===== src/rtl/wdt_pkg.sv =====
package wdt_pkg;

    // Control register field positions
    localparam int unsigned CTRL_RATIO_BIT = 0;
    localparam int unsigned CTRL_ESC_BIT   = 1;
    localparam int unsigned CTRL_W         = 2;

    // Register select
    typedef enum logic {
        ADDR_START = 1'b0,
        ADDR_CTRL  = 1'b1
    } wdt_addr_e;

    function automatic int unsigned max3(input int unsigned a, input int unsigned b,
                                         input int unsigned c);
        int unsigned m;
        m = (a > b) ? a : b;
        return (m > c) ? m : c;
    endfunction

endpackage


===== src/rtl/wdt_regs.sv =====
module wdt_regs
    import wdt_pkg::*;
(
    input  logic              clk,
    input  logic              rst_n,
    input  logic              wr_i,
    input  logic              addr_i,
    input  logic [CTRL_W-1:0] wdata_i,
    output logic              start_o,
    output logic              ratio_hi_o,
    output logic              esc_mode_o
);
    typedef struct packed {
        logic ratio_hi;
        logic esc;
    } regs_t;

    regs_t r_d, r_q;

    always_comb begin
        r_d     = r_q;
        start_o = wr_i && (addr_i == ADDR_START);
        if (wr_i && (addr_i == ADDR_CTRL)) begin
            r_d.ratio_hi = wdata_i[CTRL_RATIO_BIT];
            // mode bit can only be raised by software
            r_d.esc      = r_q.esc | wdata_i[CTRL_ESC_BIT];
        end
    end

    always_ff @(posedge clk or negedge rst_n) begin
        if (!rst_n) r_q <= '0;
        else        r_q <= r_d;
    end

    assign ratio_hi_o = r_q.ratio_hi;
    assign esc_mode_o = r_q.esc;


    mode_sticky_chk: assert property (@(posedge clk) disable iff (!rst_n)
        !$fell(r_q.esc));

endmodule


===== src/rtl/wdt_prescaler.sv =====
module wdt_prescaler
    import wdt_pkg::*;
#(
    parameter int unsigned SH_LO  = 4,
    parameter int unsigned SH_HI  = 7,
    parameter int unsigned SH_SUB = 1
) (
    input  logic clk,
    input  logic rst_n,
    input  logic en_i,
    input  logic src_sub_i,
    input  logic ratio_hi_i,
    output logic tick_o
);
    localparam int unsigned PRE_W = max3(SH_LO, SH_HI, SH_SUB);
    localparam logic [PRE_W-1:0] MASK_LO  = PRE_W'((1 << SH_LO) - 1);
    localparam logic [PRE_W-1:0] MASK_HI  = PRE_W'((1 << SH_HI) - 1);
    localparam logic [PRE_W-1:0] MASK_SUB = PRE_W'((1 << SH_SUB) - 1);

    typedef struct packed {
        logic [PRE_W-1:0] cnt;
    } pre_t;

    pre_t p_d, p_q;
    logic [PRE_W-1:0] mask;

    always_comb begin
        p_d = p_q;
        // ratio follows the clock source on every step
        if (src_sub_i)       mask = MASK_SUB;
        else if (ratio_hi_i) mask = MASK_HI;
        else                 mask = MASK_LO;
        tick_o = en_i && ((p_q.cnt & mask) == mask);
        if (en_i) p_d.cnt = p_q.cnt + 1'b1;
    end

    always_ff @(posedge clk or negedge rst_n) begin
        if (!rst_n) p_q <= '0;
        else        p_q <= p_d;
    end


    sub_tick_gap_chk: assert property (@(posedge clk) disable iff (!rst_n)
        (tick_o && src_sub_i) |=> !tick_o);

endmodule


===== src/rtl/wdt_counter.sv =====
module wdt_counter #(
    parameter int unsigned CNT_W = 15
) (
    input  logic             clk,
    input  logic             rst_n,
    input  logic             start_i,
    input  logic             tick_i,
    input  logic             esc_i,
    output logic             run_o,
    output logic [CNT_W-1:0] cnt_o,
    output logic             irq_o,
    output logic             rst_o
);
    localparam logic [CNT_W-1:0] RELOAD = '1;

    typedef struct packed {
        logic [CNT_W-1:0] cnt;
        logic             run;
        logic             dead;
        logic             irq;
        logic             rst;
    } ctr_t;

    ctr_t s_d, s_q;

    always_comb begin
        s_d     = s_q;
        s_d.irq = 1'b0;
        s_d.rst = 1'b0;
        if (start_i && !s_q.dead) begin
            s_d.cnt = RELOAD;
            s_d.run = 1'b1;
        end else if (tick_i && s_q.run) begin
            if (s_q.cnt == '0) begin
                if (esc_i) begin
                    s_d.rst  = 1'b1;
                    s_d.run  = 1'b0;
                    s_d.dead = 1'b1;
                end else begin
                    s_d.irq = 1'b1;
                    s_d.cnt = RELOAD;
                end
            end else begin
                s_d.cnt = s_q.cnt - 1'b1;
            end
        end
    end

    always_ff @(posedge clk or negedge rst_n) begin
        if (!rst_n) begin
            s_q     <= '0;
            s_q.cnt <= RELOAD;
        end else begin
            s_q <= s_d;
        end
    end

    assign run_o = s_q.run;
    assign cnt_o = s_q.cnt;
    assign irq_o = s_q.irq;
    assign rst_o = s_q.rst;


    pulse_excl_chk: assert property (@(posedge clk) disable iff (!rst_n)
        !(s_q.irq && s_q.rst));


    irq_width_chk: assert property (@(posedge clk) disable iff (!rst_n)
        s_q.irq |=> !s_q.irq);


    dead_hold_chk: assert property (@(posedge clk) disable iff (!rst_n)
        s_q.dead |=> ($stable(s_q.cnt) && !s_q.irq && !s_q.rst));

endmodule


===== src/rtl/wdog_timer.sv =====
module wdog_timer
    import wdt_pkg::*;
#(
    parameter int unsigned CNT_W  = 15,
    parameter int unsigned SH_LO  = 4,
    parameter int unsigned SH_HI  = 7,
    parameter int unsigned SH_SUB = 1
) (
    input  logic             clk,
    input  logic             rst_n,
    input  logic             reg_wr,
    input  logic             reg_addr,
    input  logic [1:0]       reg_wdata,
    input  logic             src_sub,
    input  logic             freeze,
    output logic             irq_pulse,
    output logic             rst_req,
    output logic [CNT_W-1:0] cnt_value
);
    logic start;
    logic ratio_hi;
    logic esc_mode;
    logic running;
    logic tick;
    logic step_en;

    wdt_regs u_regs (
        .clk        (clk),
        .rst_n      (rst_n),
        .wr_i       (reg_wr),
        .addr_i     (reg_addr),
        .wdata_i    (reg_wdata),
        .start_o    (start),
        .ratio_hi_o (ratio_hi),
        .esc_mode_o (esc_mode)
    );

    assign step_en = running && !freeze;

    wdt_prescaler #(
        .SH_LO  (SH_LO),
        .SH_HI  (SH_HI),
        .SH_SUB (SH_SUB)
    ) u_pre (
        .clk        (clk),
        .rst_n      (rst_n),
        .en_i       (step_en),
        .src_sub_i  (src_sub),
        .ratio_hi_i (ratio_hi),
        .tick_o     (tick)
    );

    wdt_counter #(
        .CNT_W (CNT_W)
    ) u_ctr (
        .clk     (clk),
        .rst_n   (rst_n),
        .start_i (start),
        .tick_i  (tick),
        .esc_i   (esc_mode),
        .run_o   (running),
        .cnt_o   (cnt_value),
        .irq_o   (irq_pulse),
        .rst_o   (rst_req)
    );


    freeze_hold_chk: assert property (@(posedge clk) disable iff (!rst_n)
        (freeze && !start) |=> $stable(cnt_value));


    esc_no_irq_chk: assert property (@(posedge clk) disable iff (!rst_n)
        esc_mode |=> !irq_pulse || !$past(esc_mode));

endmodule


===== config.mk =====
export PLATFORM = sky130hd
export DESIGN_NAME = wdog_timer
export DESIGN_NICKNAME = d
export VERILOG_FILES = /design/src/rtl/wdt_pkg.sv /design/src/rtl/wdt_regs.sv /design/src/rtl/wdt_prescaler.sv /design/src/rtl/wdt_counter.sv /design/src/rtl/wdog_timer.sv
export SDC_FILE = /design/constraint.sdc
export NUM_CORES = 1
export LEC_CHECK = 0
export BUFFER_PORTS_ARGS = -buffer_cell sky130_fd_sc_hd__buf_2
export CAP_MARGIN = 20
export CELL_PAD_IN_SITES_DETAIL_PLACEMENT = 1
export CELL_PAD_IN_SITES_GLOBAL_PLACEMENT = 2
export CORE_MARGIN = 3
export CORE_UTILIZATION = 33
export DETAILED_ROUTE_END_ITERATION = 16
export GPL_TIMING_DRIVEN = 1
export PLACE_DENSITY = 0.76
export SYNTH_ARGS = -nofsm -noshare
export SYNTH_HDL_FRONTEND = slang
export SYNTH_HIERARCHICAL = 1
export SYNTH_SLANG_ARGS = --single-unit

===== constraint.sdc =====
create_clock -name clk -period 2.1 [get_ports clk]
set_input_delay 0.21 -clock clk [delete_from_list [all_inputs] [get_ports clk]]
set_output_delay 0.21 -clock clk [all_outputs]
set_load 0.02 [all_outputs]

==> metrics.txt, run 1 <==
status finished, final reports clean; skew final around 6 ps; synthesized area per cell about 11 um2; Clock Sinks 28; leading area contributor after synthesis dfstp_2; synth unique cells 52; commonest cells after routing, fill and taps aside 24 x buf_2, 17 x nand2_1, 17 x buf_4; DR WL/cell 14.5 um; die width between 70 and 80 um; Bufs on Longest Clock Path 2; CP required 2320 ps; gp weighted congestion between 0.7 and 0.8; layout cells sized above 1 0.456; CP startpoint kind flip-flop; CTS Root Cell clkbuf_8; GRT Util Overall 0.127; DP HPWL between 2000 and 3000 um; Finished Layout Cells 249; Pwr Density 794 nW/um2; Syn Inst Count 155; EDFF count, synth 0; endpoints failing hold 0; Die ar. between 5000 and 6000 um2; Crit Path Max Fanout 5; Yosys top cell area share 0.234; clk slew on worst S/H paths 100 ps; worst min path class in -> reg; DR vias about 1200; Placed Cells between 200 and 250; Area contributors post-synth dfstp_2 23%, dfrtp_1 19%, buf_4 6.7%, xor2_1 5.2%, nand2_1 4.0%; Syn. warnings 6; Max Clock Freq 497 MHz; Least-Margin Pin Slew ~620 ps; P_leak 0.777 nW; Antenna Nets Post-Route 0; Initial Util 0.349; initial antenna violation count 0; Iter 0 DRT Violations 44; grt total ovfl 0; slowest stage cell on the critical path dfstp_2; Mapped Area 1680 um2; commonest non-fill, non-tap cell in the layout buf_2; Skew-Pair Late Insertion Delay about 270 ps; Final Max Slew Viols 0; DRC 0; IO Port Bufs 24; row count 25; H-tree depth 1; maxcap violations 0; Largest stage delay, worst path around 560 ps; Data arrival, critical path 2230 ps; Num CTS Buffers 3; crit end category flip-flop; final setup fails 0; Layout area overhead 16.5%; vias per inst roughly 5.0; ant diodes 0; core area between 4000 and 5000 um2; Initial DRT Pass Iterations 3; Synthesized Nets approximately 170; first-pass GRT wire length roughly 6200 um; largest net degree at the start of global routing 29; Async SR Flop Fraction 1.00; vias in the first global route 1325; final net count between 150 and 200; post-layout power 1.56 mW; FF+latch count, synth 28; Die Ht between 70 and 80 um; Crit Path Class reg -> reg; Final Cycle Share 0.959; sequential area share after synthesis 0.428; Slew Limit Headroom 0.587; Final min period about 2000 ps; VDD IR-drop max around 0.00037 V; drt total wl 3610 um; Top Ports 25; Top FF cell, synth dfstp_2; worst path cell trace inv_1, ha_1, nor4b_4, a41oi_4, o211ai_2, or4_1, nand3_1; CTS tree done
## worst max-delay path, delay by kind of cell, from the launching register on
kind | cells | cell delay (ps)
AOI/OAI and AO/OA | 2 | 450
and+or+nand+nor | 3 | 660
buffers and inverters | 1 | 70
DFF | 1 | 560
adders and majority gates | 1 | 210
## worst paths after layout
check                           cells past startpoint            from           endpoint  slack, ps
worst min register to register                      1    u_pre/p_q[6]       u_pre/p_q[6]        480
max in group asynchronous                           2           rst_n        u_ctr/irq_o       1220
worst min-delay path                                2    reg_wdata[0]  u_regs/ratio_hi_o        160
worst max-delay path                                7  u_ctr/cnt_o[0]    u_ctr/cnt_o[12]         90
worst max register to register                      7  u_ctr/cnt_o[0]    u_ctr/cnt_o[12]         90
min in group asynchronous                           2           rst_n       u_pre/p_q[6]        480
## logic make-up after synthesis
kind of cell,synth area share
compound gates,0.106
xor+xnor,0.0729
fa+ha+maj,0.0223
buf+inv,0.0885
flops,0.428
mux,0.0156
simple gates,0.267
## registers in the layout, indices dropped and copies added (netlist names)
name	cells
u_ctr/s_q	1
u_ctr/irq_o	1
u_pre/p_q	7
u_regs/esc_mode_o	1
u_ctr/cnt_o	15
u_ctr/rst_o	1
u_regs/ratio_hi_o	1
u_ctr/run_o	1
## cell usage after synthesis, types with 2 or more instances
library cell,n
nor4b_4,2
or4_1,4
xnor2_1,4
nand2_1,18
buf_2,2
nor2_4,2
o21ai_0,4
nor3_2,2
nor2_1,6
or3_4,2
xor2_1,10
nand3_1,7
o31ai_1,4
nor4_1,3
dfrtp_1,13
nor3_1,4
ha_1,3
inv_1,3
buf_4,15
dfstp_2,15
## metrics by stage
| step | TNS (ps) | hold WS [ps] | worst slack, ps | area [um2] | utilization |
|---|---|---|---|---|---|
| floorplan | 0 | -85.6 | 14.0 | 1680 | - |
| global placement | 0 | 263 | 129 | 1820 | 0.377 |
| detailed placement | 0 | 273 | 27.3 | 1820 | 0.377 |
| CTS | 0 | 150 | 1.10 | 1910 | 0.396 |
| global route | -22.4 | 151 | -22.4 | 1960 | 0.407 |
| finish | 0 | 160 | 86.1 | 1960 | 0.407 |
## where the power goes
group | switching, mW | leakage [nW] | internal (mW)
clock | 0.168 | 0.0357 | 0.255
sequential | 0.0826 | 0.315 | 0.635
combinational | 0.208 | 0.426 | 0.209
total | 0.459 | 0.777 | 1.10
## area by class of cell
| cell class | count | area, um2 |
|---|---|---|
| fill | 562 | 2860 |
| sequential | 28 | 719 |
| clock inverter | 1 | 30.0 |
| multi-input combinational | 105 | 817 |
| inverter | 3 | 11.3 |
| timing repair buffer | 42 | 258 |
| clock buffer | 3 | 41.3 |
| tap | 67 | 83.8 |
## repair_timing
item	in CTS	in global routing
endpoints found under the setup margin	1	8
pin swaps	0	3
gates resized for setup	0	2
hold endpoints to repair	13	0
gates cloned	0	0
setup buffers	1	7
hold buffers	1	0
## per-layer routing
| metal | track usage | part of all wire | vias to the layer above | wire length (um) |
|---|---|---|---|---|
| li1 | - | - | 589 | - |
| met5 | 0 | 0 | - | 0 |
| met4 | 0.0409 | 0.0064 | 0 | 23 |
| met2 | 0.231 | 0.54 | 18 | 1930 |
| met3 | 0.0209 | 0.032 | 4 | 117 |
| met1 | 0.151 | 0.43 | 623 | 1540 |
No activity file was read; power rests on OpenSTA's default activity.
==> inputs of run 2 (changes only) <==
--- a/config.mk
+++ b/config.mk
@@ -10,10 +10,11 @@
 export CELL_PAD_IN_SITES_DETAIL_PLACEMENT = 1
 export CELL_PAD_IN_SITES_GLOBAL_PLACEMENT = 2
 export CORE_MARGIN = 3
-export CORE_UTILIZATION = 33
+export CORE_UTILIZATION = 34
+export CTS_BUF_LIST = sky130_fd_sc_hd__clkbuf_8
 export DETAILED_ROUTE_END_ITERATION = 16
 export GPL_TIMING_DRIVEN = 1
-export PLACE_DENSITY = 0.76
+export PLACE_DENSITY = 0.78
 export SYNTH_ARGS = -nofsm -noshare
 export SYNTH_HDL_FRONTEND = slang
 export SYNTH_HIERARCHICAL = 1
==> run 2 against run 1 <==
  * Sequential share of layout area is 0.76 points higher
  * Cell count shrank 3.2%
  * Clock skew hardly changed
  * Highest routed layer unchanged
==> metrics.txt, run 2 (synthesis gave the netlist of run 1 again) <==
row count 24; VDD IR-drop max between 0.0004 and 0.0005 V; gp weighted congestion about 0.84; Final Max Slew Viols 0; pre-CTS setup slack ~100 ps; Die Ht about 76 um; first-pass GRT wire length between 6000 and 7000 um; commonest non-fill, non-tap cell in the layout buf_2; skew final 5.46 ps; met1 Usage GRT 0.176; Crit Path Max Fanout 5; Initial DRT Pass Iterations 4; IO Port Bufs 24; Skew-Pair Late Insertion Delay between 200 and 300 ps; Finished Layout Cells 241; vias in the first global route approximately 1200; Initial Util 0.369; DP HPWL roughly 2600 um; core area around 4600 um2; CTS Root Cell clkbuf_8; crit end category flip-flop; Data arrival, critical path roughly 2200 ps; met2 usage 0.206; Pwr Density 782 nW/um2; met3 usage 0.0189; busiest layer in global routing met2; final core utilization 0.421; CTS tree done; Setup WS post-layout 123 ps; layout cells sized above 1 0.438; ant diodes 0; Num CTS Buffers 3; status finished, final reports clean; Crit Path Class reg -> reg; initial antenna violation count 0; Bufs on Longest Clock Path 2; Antenna Nets Post-Route 0; Final min period between 1500 and 2000 ps; grt total ovfl 0; P_leak around 0.75 nW; DR WL/cell 14.3 um; largest net degree at the start of global routing 29; Slew Limit Headroom 0.588; DRC 0; Die ar. roughly 6000 um2; Placed Cells between 200 and 250; fin area just under 2000 um2; Final Cycle Share 0.941; clk slew on worst S/H paths approximately 100 ps; final net count around 190; Layout area overhead 14.1%; Clock Sinks 28; placed cell areas 1810 um2; H-tree depth 1; commonest cells after routing, fill and taps aside 24 x buf_2, 17 x nand2_1, 15 x dfstp_2; endpoints failing hold 0; vias per inst ~4.9; max reg flops 15; worst min path class in -> reg; maxcap violations 0; final setup fails 0; GRT Util Overall 0.127; Least-Margin Pin Slew ~600 ps; Top Ports 25; Max Clock Freq 506 MHz; CP startpoint kind flip-flop; Iter 0 DRT Violations 30; CP required about 2300 ps; drt total wl 3450 um; die width 76.4 um; DR vias 1179
## run 2: cell count changes in the layout (fill, tap and decap cells not counted)
cell     before  now
o21ai_4       0    1
o21ai_1       2    1
o21ai_2       1    0
o21ai_0       3    4
buf_4        17   11
## run 2: critical path, stage by stage, from the launching register on
cell      delay [ps]
dfrtp_1          380
nor2b_4          160
nand3_2           90
a211oi_2         160
a31o_1           130
nand2_2           70
a41oi_4          280
o211ai_2         160
or4_1            410
nand3_1           80
## run 2: final timing paths
path / startpoint / cells past startpoint / slack (ps) / to
setup / recovery: u_ctr/run_o / 9 / 120 / u_ctr/cnt_o[12]
hold / removal: reg_wdata[0] / 2 / 160 / u_regs/ratio_hi_o
setup reg to reg: u_ctr/run_o / 9 / 120 / u_ctr/cnt_o[12]
hold reg to reg: u_pre/p_q[6] / 1 / 480 / u_pre/p_q[6]
max in group asynchronous: rst_n / 2 / 1220 / u_ctr/rst_o
min in group asynchronous: rst_n / 2 / 480 / u_pre/p_q[2]
## run 2: through the flow
| step | setup TNS [ps] | power (mW) | hold slack, ps |
|---|---|---|---|
| global placement | 0 | 1.06 | 255 |
| CTS | 0 | 1.52 | 149 |
| detailed placement | 0 | 1.08 | 269 |
| floorplan | 0 | 0.976 | -85.6 |
| global route | -8.75 | 1.60 | 151 |
| finish | 0 | 1.50 | 159 |
## run 2: area by class of cell
cell class	count	area (um2)
inverter	3	11.3
tap	65	81.3
clock inverter	1	30.0
clock buffer	3	41.3
fill	528	2640
timing repair buffer	36	213
multi-input combinational	105	825
sequential	28	719
## run 2: routing by layer
metal,part of all wire,wire length (um),vias to the layer above
met5,0,0,-
met4,0.0093,32,0
met3,0.027,94,4
met2,0.49,1670,19
met1,0.48,1650,573
li1,-,-,583
## run 2: repair_timing
action                                  4_1_cts  5_1_grt
setup buffers                                 0        2
endpoints found under the setup margin        0        6
gates resized for setup                       0        2
hold buffers                                  1        0
hold endpoints to repair                     13        0
## run 2: power breakdown
part | leakage (nW) | switching [mW] | internal (mW) | total, mW
clock network | 0.0357 | 0.172 | 0.255 | 0.427
registers | 0.315 | 0.0966 | 0.635 | 0.731
logic | 0.398 | 0.182 | 0.160 | 0.343
==> inputs of run 3 (changes only) <==
--- a/config.mk
+++ b/config.mk
@@ -5,11 +5,11 @@
 export SDC_FILE = /design/constraint.sdc
 export NUM_CORES = 1
 export LEC_CHECK = 0
-export BUFFER_PORTS_ARGS = -buffer_cell sky130_fd_sc_hd__buf_2
+export BUFFER_PORTS_ARGS = -buffer_cell sky130_fd_sc_hd__buf_4
 export CAP_MARGIN = 20
 export CELL_PAD_IN_SITES_DETAIL_PLACEMENT = 1
 export CELL_PAD_IN_SITES_GLOBAL_PLACEMENT = 2
-export CORE_MARGIN = 3
+export CORE_MARGIN = 2
 export CORE_UTILIZATION = 34
 export CTS_BUF_LIST = sky130_fd_sc_hd__clkbuf_8
 export DETAILED_ROUTE_END_ITERATION = 16
==> run 3 against run 2 <==
  * Critical path depth grew 1
  * Via count is 5.0% higher
  * Maximum frequency decreased by 5.6%
  * Sequential share of layout area down 2.6 points
  * Power up 0.38%
  * Worst setup slack worse by 120 ps
  * Core utilization is 1.3 points higher
  * Largest cell class unchanged
==> metrics.txt, run 3 (synthesis gave the netlist of run 1 again) <==
Initial Util 0.354; grt total ovfl 0; Worst Hold Depth 2; DR vias 1238; Iter 0 DRT Violations 38; FILL cells between 500 and 600; Top Ports 25; Least-Margin Pin Slew ~500 ps; gp weighted congestion slightly above 0.7; drt total wl between 3000 and 4000 um; FF-to-FF setup slack 7 ps; fin area about 2100 um2; Crit Path Class reg -> reg; IO Port Bufs 24; Pwr Density 730 nW/um2; VDD IR-drop max between 0.0003 and 0.0004 V; vias per inst 4.95; worst path cell trace nor2b_4, nand3_2, a211oi_2, a31o_1, nand2_2, a41oi_4, buf_6, o21ai_4, or4_1, nand3_1; Placed Cells roughly 240; CTS tree done; commonest non-fill, non-tap cell in the layout buf_4; CP required roughly 2300 ps; DRC 0; CP startpoint kind flip-flop; first-pass GRT wire length about 6000 um; clock share of power 0.231; DR WL/cell approximately 16 um; max reg flops 15; largest net degree at the start of global routing 29; Crit Path Max Fanout 5; die width roughly 74 um; sw power between 400 and 500 uW; WHS between 150 and 200 ps; clk slew on worst S/H paths 100 ps; worst hold endpoint u_regs/ratio_hi_o; Data arrival, critical path ~2300 ps; Crit Reg-Reg Endpoint u_ctr/cnt_o[6]; slowest stage cell on the critical path or4_1; Register-to-Register Path Depth 10; Max Clock Freq between 400 and 500 MHz; crit end category flip-flop; Largest stage delay, worst path ~420 ps; Hold Crit Start reg_wdata[0]; post-layout power around 1.5 mW; initial antenna violation count 0; status finished, final reports clean; worst min path class in -> reg; skew final ~3.8 ps; final setup fails 0; commonest cells after routing, fill and taps aside 39 x buf_4, 17 x nand2_1, 15 x dfstp_2; Comb pwr share 0.289; P_leak slightly above 0.8 nW; Num CTS Buffers 3; ant diodes 0; Skew-Pair Late Insertion Delay 280 ps; unrepaired setup endpoints after global routing yes; maxcap violations 0; final net count ~200; Final min period 2090 ps; Final Max Slew Viols 0; Crit path depth 10; pre-CTS setup slack ~5.4 ps; core area between 4000 and 5000 um2; Final Cycle Share 0.997; vias in the first global route ~1300; Finished Layout Cells 250; CTS Root Cell clkbuf_8; Antenna Nets Post-Route 0; crit path buf inv count 1; endpoints failing hold 0; GRT Util Overall 0.145; sw frac 0.322; Slew Limit Headroom 0.664; row count 25; Layout area overhead 22.6%; Internal Power just over 1 mW; Seq pwr share 0.481; Setup WS post-layout ~6.6 ps; Die ar. approximately 5500 um2; Initial DRT Pass Iterations 4; DP HPWL about 2700 um; placed cell areas ~1900 um2; Die Ht 74.4 um; FF-to-FF Start u_ctr/run_o; Bufs on Longest Clock Path 2; Clock Sinks 28; layout cells sized above 1 0.497; Top Family by Delay on Critical Path simple AND/OR/NAND/NOR gates; H-tree depth 1
-- run 3: repair_timing --
action	in CTS	in global routing
resized for setup	0	15
setup endpoints to repair	2	8
setup buffers	1	11
hold endpoints to repair	13	0
pin swaps	0	11
hold buffers	1	0
-- run 3: how the worst max path moves through the flow --
stage | startpoint | to
floorplan | u_ctr/run_o | u_ctr/cnt_o[12]
global placement | u_ctr/cnt_o[0] | u_ctr/cnt_o[12]
CTS | u_ctr/run_o | u_ctr/cnt_o[6]
finish | u_ctr/run_o | u_ctr/cnt_o[6]
detailed placement | u_ctr/run_o | u_ctr/cnt_o[6]
global route | u_ctr/run_o | u_ctr/cnt_o[8]
-- run 3: per-stage QoR --
| step | TNS [ps] | utilization |
|---|---|---|
| 6_report | 0 | 0.434 |
| 5_1_grt | -497 | 0.434 |
| 4_1_cts | 0 | 0.408 |
| 3_5_place_dp | 0 | 0.393 |
| 3_3_place_gp | 0 | 0.393 |
| 2_1_floorplan | 0 | - |
-- run 3: metal layers --
metal | global-route usage | vias to the layer above | part of all wire
li1 | - | 589 | -
met1 | 0.194 | 627 | 0.45
met2 | 0.243 | 18 | 0.52
met3 | 0.0217 | 4 | 0.022
met4 | 0.0437 | 0 | 0.010
met5 | 0 | - | 0
-- run 3: power groups by stage --
stage / logic [mW] / clock network, mW / registers [mW]
2_1_floorplan: 0.245 / 0 / 0.732
3_3_place_gp: 0.358 / 0 / 0.728
3_5_place_dp: 0.374 / 0 / 0.738
4_1_cts: 0.383 / 0.366 / 0.729
5_1_grt: 0.481 / 0.386 / 0.741
6_report: 0.435 / 0.347 / 0.724
-- run 3: layout make-up --
type,count,area [um2],share of cell area
Clock buffer,4,55.1,0.0267
Inverter,3,11.3,0.00546
Multi-Input combinational cell,105,857,0.415
Sequential cell,28,719,0.349
Tap cell,67,83.8,0.0406
Timing Repair Buffer,43,337,0.163
